### config.mk
export PLATFORM = sky130hd
export DESIGN_NAME = sched2_expand
export DESIGN_NICKNAME = d
export VERILOG_FILES = /design/src/rtl/sched2_pkg.sv /design/src/rtl/sched2_sigma.sv /design/src/rtl/sched2_lane.sv /design/src/rtl/sched2_expand.sv
export SDC_FILE = /design/constraint.sdc
export NUM_CORES = 1
export LEC_CHECK = 0
export BUFFER_PORTS_ARGS = -buffer_cell sky130_fd_sc_hd__buf_2
export CAP_MARGIN = 20
export CORE_AREA = 2 2 304 306
export DETAILED_ROUTE_END_ITERATION = 12
export DIE_AREA = 0 0 306 308
export GPL_TIMING_DRIVEN = 0
export PLACE_DENSITY = 0.61
export SLEW_MARGIN = 20
export SYNTH_ARGS = -nofsm -noshare
export SYNTH_HDL_FRONTEND = slang
export SYNTH_SLANG_ARGS = --single-unit
### constraint.sdc
create_clock -name clk -period 12.6 [get_ports clk]
set_input_delay 2.52 -clock clk [delete_from_list [all_inputs] [get_ports clk]]
set_output_delay 2.52 -clock clk [all_outputs]
set_load 0.05 [all_outputs]
### src/rtl/sched2_pkg.sv
package sched2_pkg;
   localparam int unsigned WORD_W_DEF = 64;
   localparam int unsigned LANES_DEF  = 4;
   localparam int unsigned HIST_DEF   = 2;
endpackage

### src/rtl/sched2_sigma.sv
module sched2_sigma #(
   parameter int unsigned W     = 64,
   parameter int unsigned ROT_A = 19,
   parameter int unsigned ROT_B = 61,
   parameter int unsigned SHR_C = 6
) (
   input  logic [W-1:0] x,
   output logic [W-1:0] y
);
   generate
      if (ROT_A == 0 || ROT_A >= W || ROT_B == 0 || ROT_B >= W || SHR_C >= W) begin : g_bad
         $error("sched2_sigma: rotate/shift amount out of range");
      end
   endgenerate

   logic [W-1:0] rot_a, rot_b, shr_c;
   always_comb begin
      rot_a = (x >> ROT_A) | (x << (W - ROT_A));
      rot_b = (x >> ROT_B) | (x << (W - ROT_B));
      shr_c = x >> SHR_C;
      y     = rot_a ^ rot_b ^ shr_c;
   end
endmodule

### src/rtl/sched2_lane.sv
module sched2_lane #(
   parameter int unsigned W     = 64,
   parameter int unsigned ROT_A = 19,
   parameter int unsigned ROT_B = 61,
   parameter int unsigned SHR_C = 6
) (
   input  logic [W-1:0] partial,
   input  logic [W-1:0] back_word,
   output logic [W-1:0] word
);
   logic [W-1:0] sig;

   sched2_sigma #(.W(W), .ROT_A(ROT_A), .ROT_B(ROT_B), .SHR_C(SHR_C)) u_sig (
      .x (back_word),
      .y (sig)
   );

   // the sum is cut to W bits, so the carry out is dropped
   assign word = partial + sig;
endmodule

### src/rtl/sched2_expand.sv
module sched2_expand
   import sched2_pkg::*;
#(
   parameter int unsigned WORD_W = WORD_W_DEF,
   parameter int unsigned LANES  = LANES_DEF,
   parameter int unsigned HIST   = HIST_DEF,
   parameter int unsigned ROT_A  = 19,
   parameter int unsigned ROT_B  = 61,
   parameter int unsigned SHR_C  = 6
) (
   input  logic                      clk,
   input  logic                      rst,
   input  logic                      in_valid,
   input  logic [WORD_W*LANES-1:0]   in_part,
   input  logic [WORD_W*LANES-1:0]   in_hist,
   output logic                      out_valid,
   output logic [WORD_W*LANES-1:0]   out_data
);
   localparam int unsigned VEC_W     = WORD_W * LANES;
   localparam int unsigned HIST_BASE = LANES - HIST;

   generate
      if (HIST == 0 || HIST > LANES) begin : g_bad_hist
         $error("sched2_expand: HIST must be 1..LANES");
      end
      if (WORD_W < 8) begin : g_bad_w
         $error("sched2_expand: WORD_W too small");
      end
   endgenerate

   logic [WORD_W-1:0] lane_word [LANES];
   logic [VEC_W-1:0]  next_data;

   // early lanes read history words; later lanes chain on earlier results
   genvar gi;
   generate
      for (gi = 0; gi < LANES; gi++) begin : g_lane
         logic [WORD_W-1:0] src;
         if (gi < HIST) begin : g_from_hist
            assign src = in_hist[(HIST_BASE+gi)*WORD_W +: WORD_W];
         end else begin : g_from_chain
            assign src = lane_word[gi-HIST];
         end
         sched2_lane #(.W(WORD_W), .ROT_A(ROT_A), .ROT_B(ROT_B), .SHR_C(SHR_C)) u_lane (
            .partial   (in_part[gi*WORD_W +: WORD_W]),
            .back_word (src),
            .word      (lane_word[gi])
         );
         assign next_data[gi*WORD_W +: WORD_W] = lane_word[gi];
      end
   endgenerate

   always_ff @(posedge clk) begin
      if (rst) begin
         out_valid <= 1'b0;
         out_data  <= '0;
      end else begin
         out_valid <= in_valid;
         if (in_valid) out_data <= next_data;
      end
   end

   AST_VALID_FOLLOWS: assert property (@(posedge clk) disable iff (rst)
      in_valid |=> out_valid);
   AST_VALID_PULSE: assert property (@(posedge clk) disable iff (rst)
      !in_valid |=> !out_valid);
   AST_DATA_HOLDS: assert property (@(posedge clk) disable iff (rst)
      !in_valid |=> $stable(out_data));
   AST_RESET_CLEARS: assert property (@(posedge clk)
      rst |=> (!out_valid && out_data == '0));
endmodule

======== After elaboration in Yosys (flattened, before gate mapping) ========
Cells that the tools add are included.
word-level totals
  latch bits .............................. 0
  output and inout port bits .............. 257
  register bits after elaboration ......... 257
  bits in writable memories ............... 0
  memories ................................ 0
  bits in read-only memories .............. 0
cells by class
  div/mod/pow operators ................... 0
  add/subtract/negate cells ............... 4
  $lt $le $gt $ge ......................... 0
  bitwise gates (word level) .............. 16
  reductions and logical operators ........ 0
  multiplexer cells ....................... 0
  multiply operators ...................... 0
  shift operators ......................... 0
  equal/unequal tests ..................... 0
operators with widths
  kind              number
  $add A64 B64 Y64  4
  $or A3 B64 Y64    4
  $or A45 B64 Y64   4
  $xor A64 B58 Y64  4
  $xor A64 B64 Y64  4

======== Longest topological paths before layout ========
Gate-level depths: netlist (run 1).
  word-level depth ........................ 8
  depth in mapped cells ................... 31
  gate-level depth less buffers ........... 30

======== Hierarchy ========
From an unflattened synthesis (run 1), not the netlist that was laid out.
second synthesis, totals
  cell total of the unflattened synthesis .. 3351
  area total of the unflattened synthesis .. 30385.4 um^2
modules (own cells, without submodules)
  module                              sequential area each (um^2)  area each (um^2)  times used  cells an instance
  sched2_expand                       5144.9                       9223.8            1           828
  sched2_lane (g_lane[0].u_lane ...)  0.0                          3902.5            2           579
  sched2_sigma                        0.0                          1472.7            4           64
  sched2_lane (g_lane[2].u_lane)      0.0                          3739.8            1           565
  sched2_lane (g_lane[3].u_lane)      0.0                          3726.1            1           544

======== Least setup slack after synthesis (run 1) ========
Ideal clock, no wire load.
  kind .................................... input-to-reg
  from .................................... in in_hist[198]
  to ...................................... reg out_data[250]
  required time ........................... 12.475 ns
  setup slack ............................. 4.210 ns
  setup time .............................. 0.125 ns
  stages on the path ...................... 29
  data arrival time ....................... 8.265 ns
  buffers on the path ..................... 0
  cell sequence ........................... xnor2_1 > xnor2_1 > ha_1 > fa_1 > a211oi_2 > o31ai_2 > o211a_4 > o21a_4 > a31oi_4 > o21ai_2 > a21bo_2 > a2111oi_4 > nor2_2 > a221oi_2 > xnor2_2 > xnor2_1 > fa_1 > nor2b_1 > o21ai_1 > a21boi_1 > nor4_1 > o31ai_1 > a21oi_1 > o41ai_2 > a211o_1 > o311a_1 > a41oi_1 > xor2_1 > o21ai_1
on the way
  longest elaborated chain between the ends .. 8
RTL lines
  item                                                      line                                    source
  start, declared                                           sched2_expand.sv:15                     input logic [WORD_W*LANES-1:0] in_hist,
  $or A3 B64 Y64 / $or A45 B64 Y64 (equally long branches)  sched2_sigma.sv:19, sched2_sigma.sv:18
  $xor A64 B64 Y64                                          sched2_sigma.sv:21                      y = rot_a ^ rot_b ^ shr_c;
  $xor A64 B58 Y64 *                                        sched2_sigma.sv:21
  $add A64 B64 Y64 *                                        sched2_lane.sv:19                       assign word = partial + sig;
  $or A45 B64 Y64 / $or A3 B64 Y64 (equally long branches)  sched2_sigma.sv:18, sched2_sigma.sv:19
  $xor A64 B64 Y64                                          sched2_sigma.sv:21
  $xor A64 B58 Y64 *                                        sched2_sigma.sv:21
  $add A64 B64 Y64 *                                        sched2_lane.sv:19
  end signal, assigned                                      sched2_expand.sv:59                     if (in_valid) out_data <= next_data;
  end, declared                                             sched2_expand.sv:17                     output logic [WORD_W*LANES-1:0] out_data
Every way passes the cells marked *; elsewhere a longest branch is shown, timed or not.
A chain may end at the register's enable or synchronous reset.

======== Worst setup path after layout (run 1) ========
  from .................................... in in_hist[131]
  to ...................................... reg out_data[186]
on the way
  longest elaborated chain between the ends .. 8
RTL lines
  item                                                      line
  $or A3 B64 Y64 / $or A45 B64 Y64 (equally long branches)  sched2_sigma.sv:19, sched2_sigma.sv:18
  $xor A64 B64 Y64 *                                        sched2_sigma.sv:21
  $xor A64 B58 Y64 *                                        sched2_sigma.sv:21
  $add A64 B64 Y64 *                                        sched2_lane.sv:19
  $or A45 B64 Y64 / $or A3 B64 Y64 (equally long branches)  sched2_sigma.sv:18, sched2_sigma.sv:19
  $xor A64 B64 Y64                                          sched2_sigma.sv:21
  $xor A64 B58 Y64 *                                        sched2_sigma.sv:21
  $add A64 B64 Y64 *                                        sched2_lane.sv:19
Marks and branches as above.

==> impl_results.md, run 1 <==
* Status: completed
* H-tree levels at 2
* Post-DRT Antenna Nets at 0
* Final Hold Fails at 0
* Global placer's final weighted congestion at 0.981
* Setup Crit Path Kind: primary input to register
* Top FF cell, synth: dfxtp_1
* Clk slew on worst S/H paths at 60 ps
* TritonCTS clock tree: built
* Detailed-route via count at 28800
* Critical-path maximum fanout at 5
* Fraction of layout instances using a drive strength above 1 at 19.4%
* First-pass GRT wire length at 191 mm
* Max Cap Viol at 0
* Post-DR vias/cell at 5.39
* Syn avg cell area at 8.03 µm²
* Synth warn at 0
* Initial antenna violation count at 16
* Die Wd at 306 µm
* Async S/R FF share, synth at 0%
* Core Box Area at 91000 µm²
* Slew of the pin with the lowest slew margin at 1280 ps
* Commonest non-fill, non-tap cell in the layout: buf_2
* Power Dens Cells at 363 nW/µm²
* Crit end category: register
* Skew final at 0 ps
* WL final at 138 mm
* GRT overflow at 0
* Post-Syn Nets at 4245
* Hold Slack at 449 ps
* Yosys cell types at 99
* Max Slew Vio Count at 0
* Most frequent cells in the layout: buf_2 (656), xnor2_1 (573), nor2_1 (350)
* Residual DRC at 0
* Worst hold path type: register to register
* Period utilization at 82.3%
* Detailed Route Iter0 Violations at 2424
* Vias in the first global route at 27100
* RSZ-0062 raised after global routing: false
* Clock Latency Late Sink at 570 ps
* CP Data Arrival Time at 10800 ps
* Port Buffers at 641
* Slew headroom at 14.0%
* DR pass1 iterations at 6
* CTS root buf: clkbuf_16
* Tmin final at 10380 ps
* IO Pins at 772
* Drt wl/cell at 25.8 µm
* Synthesized instance count at 3459
* Post-CTS Setup Bufs at 0
* Setup crit start kind: primary input
* Total negative slack at 0 ps
* Initial Util at 30.5%
* Largest net degree at the start of global routing at 13
* DIE HEIGHT at 308 µm
* Slowest stage cell, crit path: xor2_2
* Crit-path max cell delay at 710 ps
* Clock buffer count from CTS at 35
* Worst path required time at 13020 ps
* Layout area overhead at 21.5%
* # nets final at 4923
* Total GRT Usage at 27.9%
* P_leak at 0.0154 µW
* VDD IR-drop max at 139 µV
* Yosys reg bits at 257
* Sequential fraction of the synthesis area at 18.5%
* Die area at 94200 µm²
* Cell Rows at 111
* Resized Gates After CTS at 0
* Hold Buf Count CTS at 0
* Fmax at 0.0964 GHz
* Synthesized cell area at 27800 µm²
* Max clock buf depth at 3
* Count of final setup violators at 0
* EDFF count, synth at 0
* Clk sinks at 257
* HPWL after DPL at 118 mm
## cell usage after synthesis (27+ instances only)
library cell	n	share of area [%]
clkbuf_1	128	1.7
nor3_1	36	0.65
o21ai_0	150	2.7
nor2_1	350	4.7
a21oi_1	308	5.6
ha_1	267	12
a31oi_1	33	0.74
nand2_1	216	2.9
inv_1	58	0.78
o21bai_1	56	1.5
nand3_1	57	1.0
nand4_1	53	1.2
and3_1	30	0.68
a211oi_1	35	0.95
a21o_1	161	4.4
dfxtp_1	257	19
o21ai_1	27	0.49
nor2b_1	31	0.70
xor2_1	137	4.3
xnor2_1	583	18
nand2b_1	27	0.61
mux2i_1	165	5.9
## registers in the layout, summed over array words and instances (netlist names)
name / count
out_data: 256
out_valid: 1
## per-stage QoR
step / total power, µW / instance area (µm²) / utilization, % / instances / worst slack (ps)
6_report: 12200 / 33700 / 37.1 / 5351 / 2220
5_1_grt: 13100 / 33700 / 37.1 / 5349 / 1850
3_3_place_gp: 11000 / 32500 / 35.7 / 5286 / 1340
3_5_place_dp: 11000 / 32500 / 35.8 / 5286 / 1770
2_1_floorplan: 8160 / 27800 / - / 3459 / 4210
4_1_cts: 12100 / 33700 / 37.0 / 5348 / 2340
## final timing paths
path / endpoint / slack (ps) / cells past startpoint / startpoint
hold / removal: out_data[189] / 450 / 2 / out_data[189]
hold reg to reg: out_data[189] / 450 / 2 / out_data[189]
setup / recovery: out_data[186] / 2220 / 31 / in_hist[131]
setup reg to reg: out_data[62] / 11800 / 2 / out_data[62]
## power by group
group / switching [µW] / leakage (µW) / internal, µW
sequential: 134 / 0.00212 / 1040
clock: 442 / 0.000563 / 600
combinational: 6500 / 0.0127 / 3520
total: 7080 / 0.0154 / 5160
## layer usage
metal  track usage, %  wire length (µm)  up-vias  share of wire, %
li1                 -                 -    13600                 -
met1             38.9             62500    13700                45
met2             42.1             57900     1361                42
met3             6.40             12900      213               9.3
met4             9.21              4690        8               3.4
met5                0                42        -             0.030
## critical path, delay by kind of cell
kind	cells	cell delay, ps
compound gates	18	4890
xor+xnor	5	1900
fa+ha+maj	3	870
simple gates	3	370
buf+inv	2	220
## cell type report
type	count	area, µm²
fillers	9624	57200
multi-input cells	2987	21900
flip-flops and latches	257	5140
repair buffers	641	3210
well taps	1186	1480
clock buffers	46	988
plain buffers	156	614
inverters	59	221
clock inverters	16	175
diodes	3	7.51
## kinds of logic after synthesis
kind of cell	share of synthesized area [%]
flops	18.5
compound gates	22.4
fa+ha+maj	12.3
simple gates	14.4
xor+xnor	23.4
mux	5.95
buf+inv	2.99
(Power assumes the default switching activity.)
==> run 2: changes to the inputs <==
CORE_AREA = 2 2 297 299   (was 2 2 304 306)
DIE_AREA = 0 0 299 301   (was 0 0 306 308)
PLACE_DENSITY = 0.63   (was 0.61)
clock period = 10.8 ns   (was 12.6 ns; I/O delays follow)
==> run 2 against run 1 <==
Against the previous run: critical path depth decreased by 2; total power increased by 15%; die area down 4.5%; combinational power up 16%; count of clock-buffer cells in the layout shrank 2; setup slack got worse by 1400 ps; global-route usage increased by 0.93 points; critical path type unchanged; largest power group unchanged.
==> impl_results.md, run 2 (synthesis results as in run 1) <==
* Tmin final at 10010 ps
* Global placer's final weighted congestion at 1.00
* DR pass1 iterations at 6
* WL final at 136 mm
* Clk slew on worst S/H paths at 50 ps
* Total GRT Usage at 28.8%
* Crit end category: register
* Top Registers: out_data x256, out_valid x1
* Worst hold path type: register to register
* Worst R2R Setup Slack at 9950 ps
* Max clock buf depth at 3
* Die Wd at 299 µm
* Detailed-route via count at 29100
* Most frequent cells in the layout: buf_2 (655), xnor2_1 (571), nor2_1 (350)
* Skew final at 0 ps
* Die area at 90000 µm²
* Count of final setup violators at 0
* P_leak at 0.0154 µW
* Drt wl/cell at 25.7 µm
* CTS root buf: clkbuf_16
* CP Data Arrival Time at 10410 ps
* Fill cells at 9161
* Worst path required time at 11210 ps
* Core Box Area at 86500 µm²
* Max Cap Viol at 0
* Slew headroom at 13.7%
* Clock buffer count from CTS at 35
* Vias in the first global route at 27100
* Period utilization at 92.7%
* Largest register by flop count: out_data
* Fraction of layout instances using a drive strength above 1 at 19.3%
* Residual DRC at 0
* Slowest stage cell, crit path: xnor2_2
* Total negative slack at 0 ps
* Setup crit start kind: primary input
* Final Hold Fails at 0
* Status: completed
* Clk sinks at 257
* Crit-path max cell delay at 720 ps
* Largest net degree at the start of global routing at 13
* RSZ-0062 raised after global routing: false
* Post-Layout Cell Count at 5319
* Max reg flops at 256
* H-tree levels at 2
* Fmax at 0.0999 GHz
* Slew of the pin with the lowest slew margin at 1290 ps
* Power Dens Cells at 419 nW/µm²
* TritonCTS clock tree: built
* DIE HEIGHT at 301 µm
* Commonest non-fill, non-tap cell in the layout: buf_2
* Cell Rows at 108
* Clock Latency Late Sink at 540 ps
* Initial Util at 32.1%
* HPWL after DPL at 117 mm
* Post-DRT Antenna Nets at 0
* GRT overflow at 0
* Final core occ at 38.9%
* First-pass GRT wire length at 190 mm
* Max Slew Vio Count at 0
* Post-DR vias/cell at 5.47
* IO Pins at 772
* VDD IR-drop max at 172 µV
* # nets final at 4924
* Layout area overhead at 21.3%
* Initial antenna violation count at 11
* Detailed Route Iter0 Violations at 2719
* Port Buffers at 641
* Critical-path maximum fanout at 5
* Setup Crit Path Kind: primary input to register
* Post-Place Cells at 5256
[run 2: area by class of cell]
type                       count  area (µm²)  area share (%)
multi-input combinational   2987       21900            65.0
sequential                   257        5140            15.3
timing repair buffer         642        3220            9.55
tap                         1155        1450            4.29
clock buffer                  44         940            2.79
buffer                       156         611            1.81
inverter                      59         221           0.658
clock inverter                15         193           0.572
antenna                        4        10.0          0.0297
[run 2: power breakdown]
group          internal, µW  switching (µW)  total, µW
sequential             1210             167       1380
combinational          4110            7450      11600
clock                   693             481       1170
[run 2: per-stage QoR]
stage          worst slack (ps)  hold slack (ps)  cell area, µm²  total power (µW)
2_1_floorplan              2770              662           27800              9520
3_3_place_gp               60.8              433           32400             12700
3_5_place_dp               66.3              438           32500             12700
4_1_cts                     611              450           33600             13900
5_1_grt                     244              469           33700             15100
6_report                    793              446           33700             14100
[run 2: path summary, 6_finish.rpt]
check        cells after the start           from       endpoint
max                             29   in_hist[154]  out_data[184]
min                              2  out_data[250]  out_data[250]
max reg2reg                      2  out_data[129]  out_data[129]
min reg2reg                      2  out_data[250]  out_data[250]
[run 2: critical path: cells and delay by family]
family / cells / cell delay, ps
buffers and inverters: 1 / 140
xor gates and xnor gates: 5 / 1830
adders and majority gates: 2 / 760
AOI/OAI and AO/OA: 18 / 5010
and+or+nand+nor: 3 / 480
[run 2: timing repair]
item	4_1_cts	5_1_grt
resized for setup	0	1
setup endpoints to repair	0	1
hold buffers	0	0
setup buffers	0	0
[run 2: layer usage]
metal | vias up | part of all wire (%) | track usage [%]
met3 | 204 | 9.2 | 6.26
met4 | 10 | 2.8 | 7.95
met1 | 13900 | 46 | 41.7
met2 | 1366 | 42 | 42.7
met5 | - | 0.050 | 0
li1 | 13600 | - | -
==> run 3: changes to the inputs <==
PLACE_DENSITY = 0.54   (was 0.63)
==> run 3 against run 2 <==
Against the previous run: wire length up 0.33%; sequential power hardly changed; setup slack got worse by 75 ps; clock skew unchanged; critical path type unchanged; critical endpoint is now out_data[250].
==> impl_results.md, run 3 (synthesis results as in run 1) <==
* Die Wd at 299 µm
* Max Slew Vio Count at 0
* Power Dens Cells at 424 nW/µm²
* Count of final setup violators at 0
* CP Buf/Inv Count at 3
* TritonCTS clock tree: built
* Worst setup path endpoint: out_data[250]
* Worst hold path type: register to register
* Largest delay share family, worst path: compound AO/OA/AOI/OAI gates
* Met1 Use GR at 41.4%
* Clock buffer count from CTS at 35
* Hold Buf Count CTS at 0
* Commonest non-fill, non-tap cell in the layout: buf_2
* Status: completed
* FF-to-FF End: out_data[199]
* Area after DPL at 32500 µm²
* Clk slew on worst S/H paths at 50 ps
* WL final at 137 mm
* Post-DRT Antenna Nets at 0
* Slew headroom at 15.3%
* Fraction of layout instances using a drive strength above 1 at 19.3%
* CP Data Arrival Time at 10500 ps
* Drt wl/cell at 25.7 µm
* H-tree levels at 2
* Worst R2R Path Depth at 2
* Total GRT Usage at 28.9%
* Max clock buf depth at 3
* Most Used Layer, Global Route: met2
* Initial Util at 32.1%
* DR pass1 iterations at 5
* Top Registers: out_data x256, out_valid x1
* Port Buffers at 641
* Met3 Track Usage GR at 6.38%
* Vias in the first global route at 26400
* Hold path depth at 2
* Detailed Route Iter0 Violations at 2492
* Crit path top cell by count: xnor2_1
* Largest net degree at the start of global routing at 13
* Met2 GRT Util at 42.8%
* CTS root buf: clkbuf_16
* Clock Latency Late Sink at 570 ps
* Slew of the pin with the lowest slew margin at 1260 ps
* Reg2Reg Launch Point: out_data[199]
* Die area at 90000 µm²
* HPWL after DPL at 118 mm
* Global placer's final weighted congestion at 0.981
* Layout area overhead at 21.4%
* Resized Gates After CTS at 0
* Residual DRC at 0
* Largest register by flop count: out_data
* Initial antenna violation count at 5
* CP Depth at 31
* # nets final at 4926
* Crit end category: register
* VDD IR-drop max at 183 µV
* Core Box Area at 86500 µm²
* Min-delay src: out_data[171]
* Max Cap Viol at 0
* Detailed-route via count at 28500
* Critical-path maximum fanout at 7
* Post-CTS Setup Bufs at 0
* Worst R2R Setup Slack at 10010 ps
* Fmax at 0.0992 GHz
* Skew final at 0 ps
* Clk sinks at 257
* Max reg flops at 256
* RSZ-0062 raised after global routing: false
* Setup crit start kind: primary input
* Final Hold Fails at 0
* Worst path required time at 11220 ps
* DIE HEIGHT at 301 µm
* CP startpoint: in_hist[233]
* Design area at 33700 µm²
* Most frequent cells in the layout: buf_2 (656), xnor2_1 (572), nor2_1 (350)
* Tmin final at 10080 ps
* P_leak at 0.0154 µW
* IO Pins at 772
* GRT overflow at 0
* First-pass GRT wire length at 189 mm
* Hold Slack at 450 ps
* Period utilization at 93.3%
* Post-DR vias/cell at 5.36
* Crit-path max cell delay at 950 ps
* Setup Crit Path Kind: primary input to register
* Fill cells at 9235
* Total negative slack at 0 ps
* Slowest stage cell, crit path: xnor2_1
* Cell Rows at 108
run 3: cell type report:
type / instances / area (µm²) / share of cell area [%]
antenna: 4 / 10.0 / 0.0297
buffer: 156 / 612 / 1.81
clock buffer: 48 / 1010 / 2.99
clock inverter: 12 / 134 / 0.397
inverter: 59 / 221 / 0.657
multi-input combinational: 2987 / 21900 / 64.9
sequential: 257 / 5140 / 15.3
tap: 1155 / 1450 / 4.29
timing repair buffer: 644 / 3250 / 9.63
run 3: per-stage QoR:
stage	setup slack, ps	power (µW)	instances	utilization, %
after global routing	431	15300	5321	39.0
after floorplan	2770	9520	3459	-
final	719	14300	5322	39.0
after detailed placement	458	12900	5257	37.6
after global placement	-271	12900	5255	37.5
after CTS	988	14100	5317	38.9
run 3: report_power, final:
part / leakage, µW / internal, µW / switching, µW
clock network: 0.000555 / 702 / 488
registers: 0.00212 / 1210 / 161
logic: 0.0127 / 4120 / 7600
run 3: worst register-to-register path: stages (launching register included):
cell      delay, ps
dfxtp_1         410
nor2_1           60
a211oi_1        230
run 3: how the worst min path moves through the flow:
stage	to
3_3_place_gp	out_data[171]
2_1_floorplan	out_data[191]
4_1_cts	out_data[191]
5_1_grt	out_data[171]
6_report	out_data[171]
3_5_place_dp	out_data[186]
run 3: metal layers:
layer  vias up  wire [µm]
li1      13600          -
met1     13600      64100
met2      1178      57200
met3       184      11300
met4         0       4250
met5         -          0
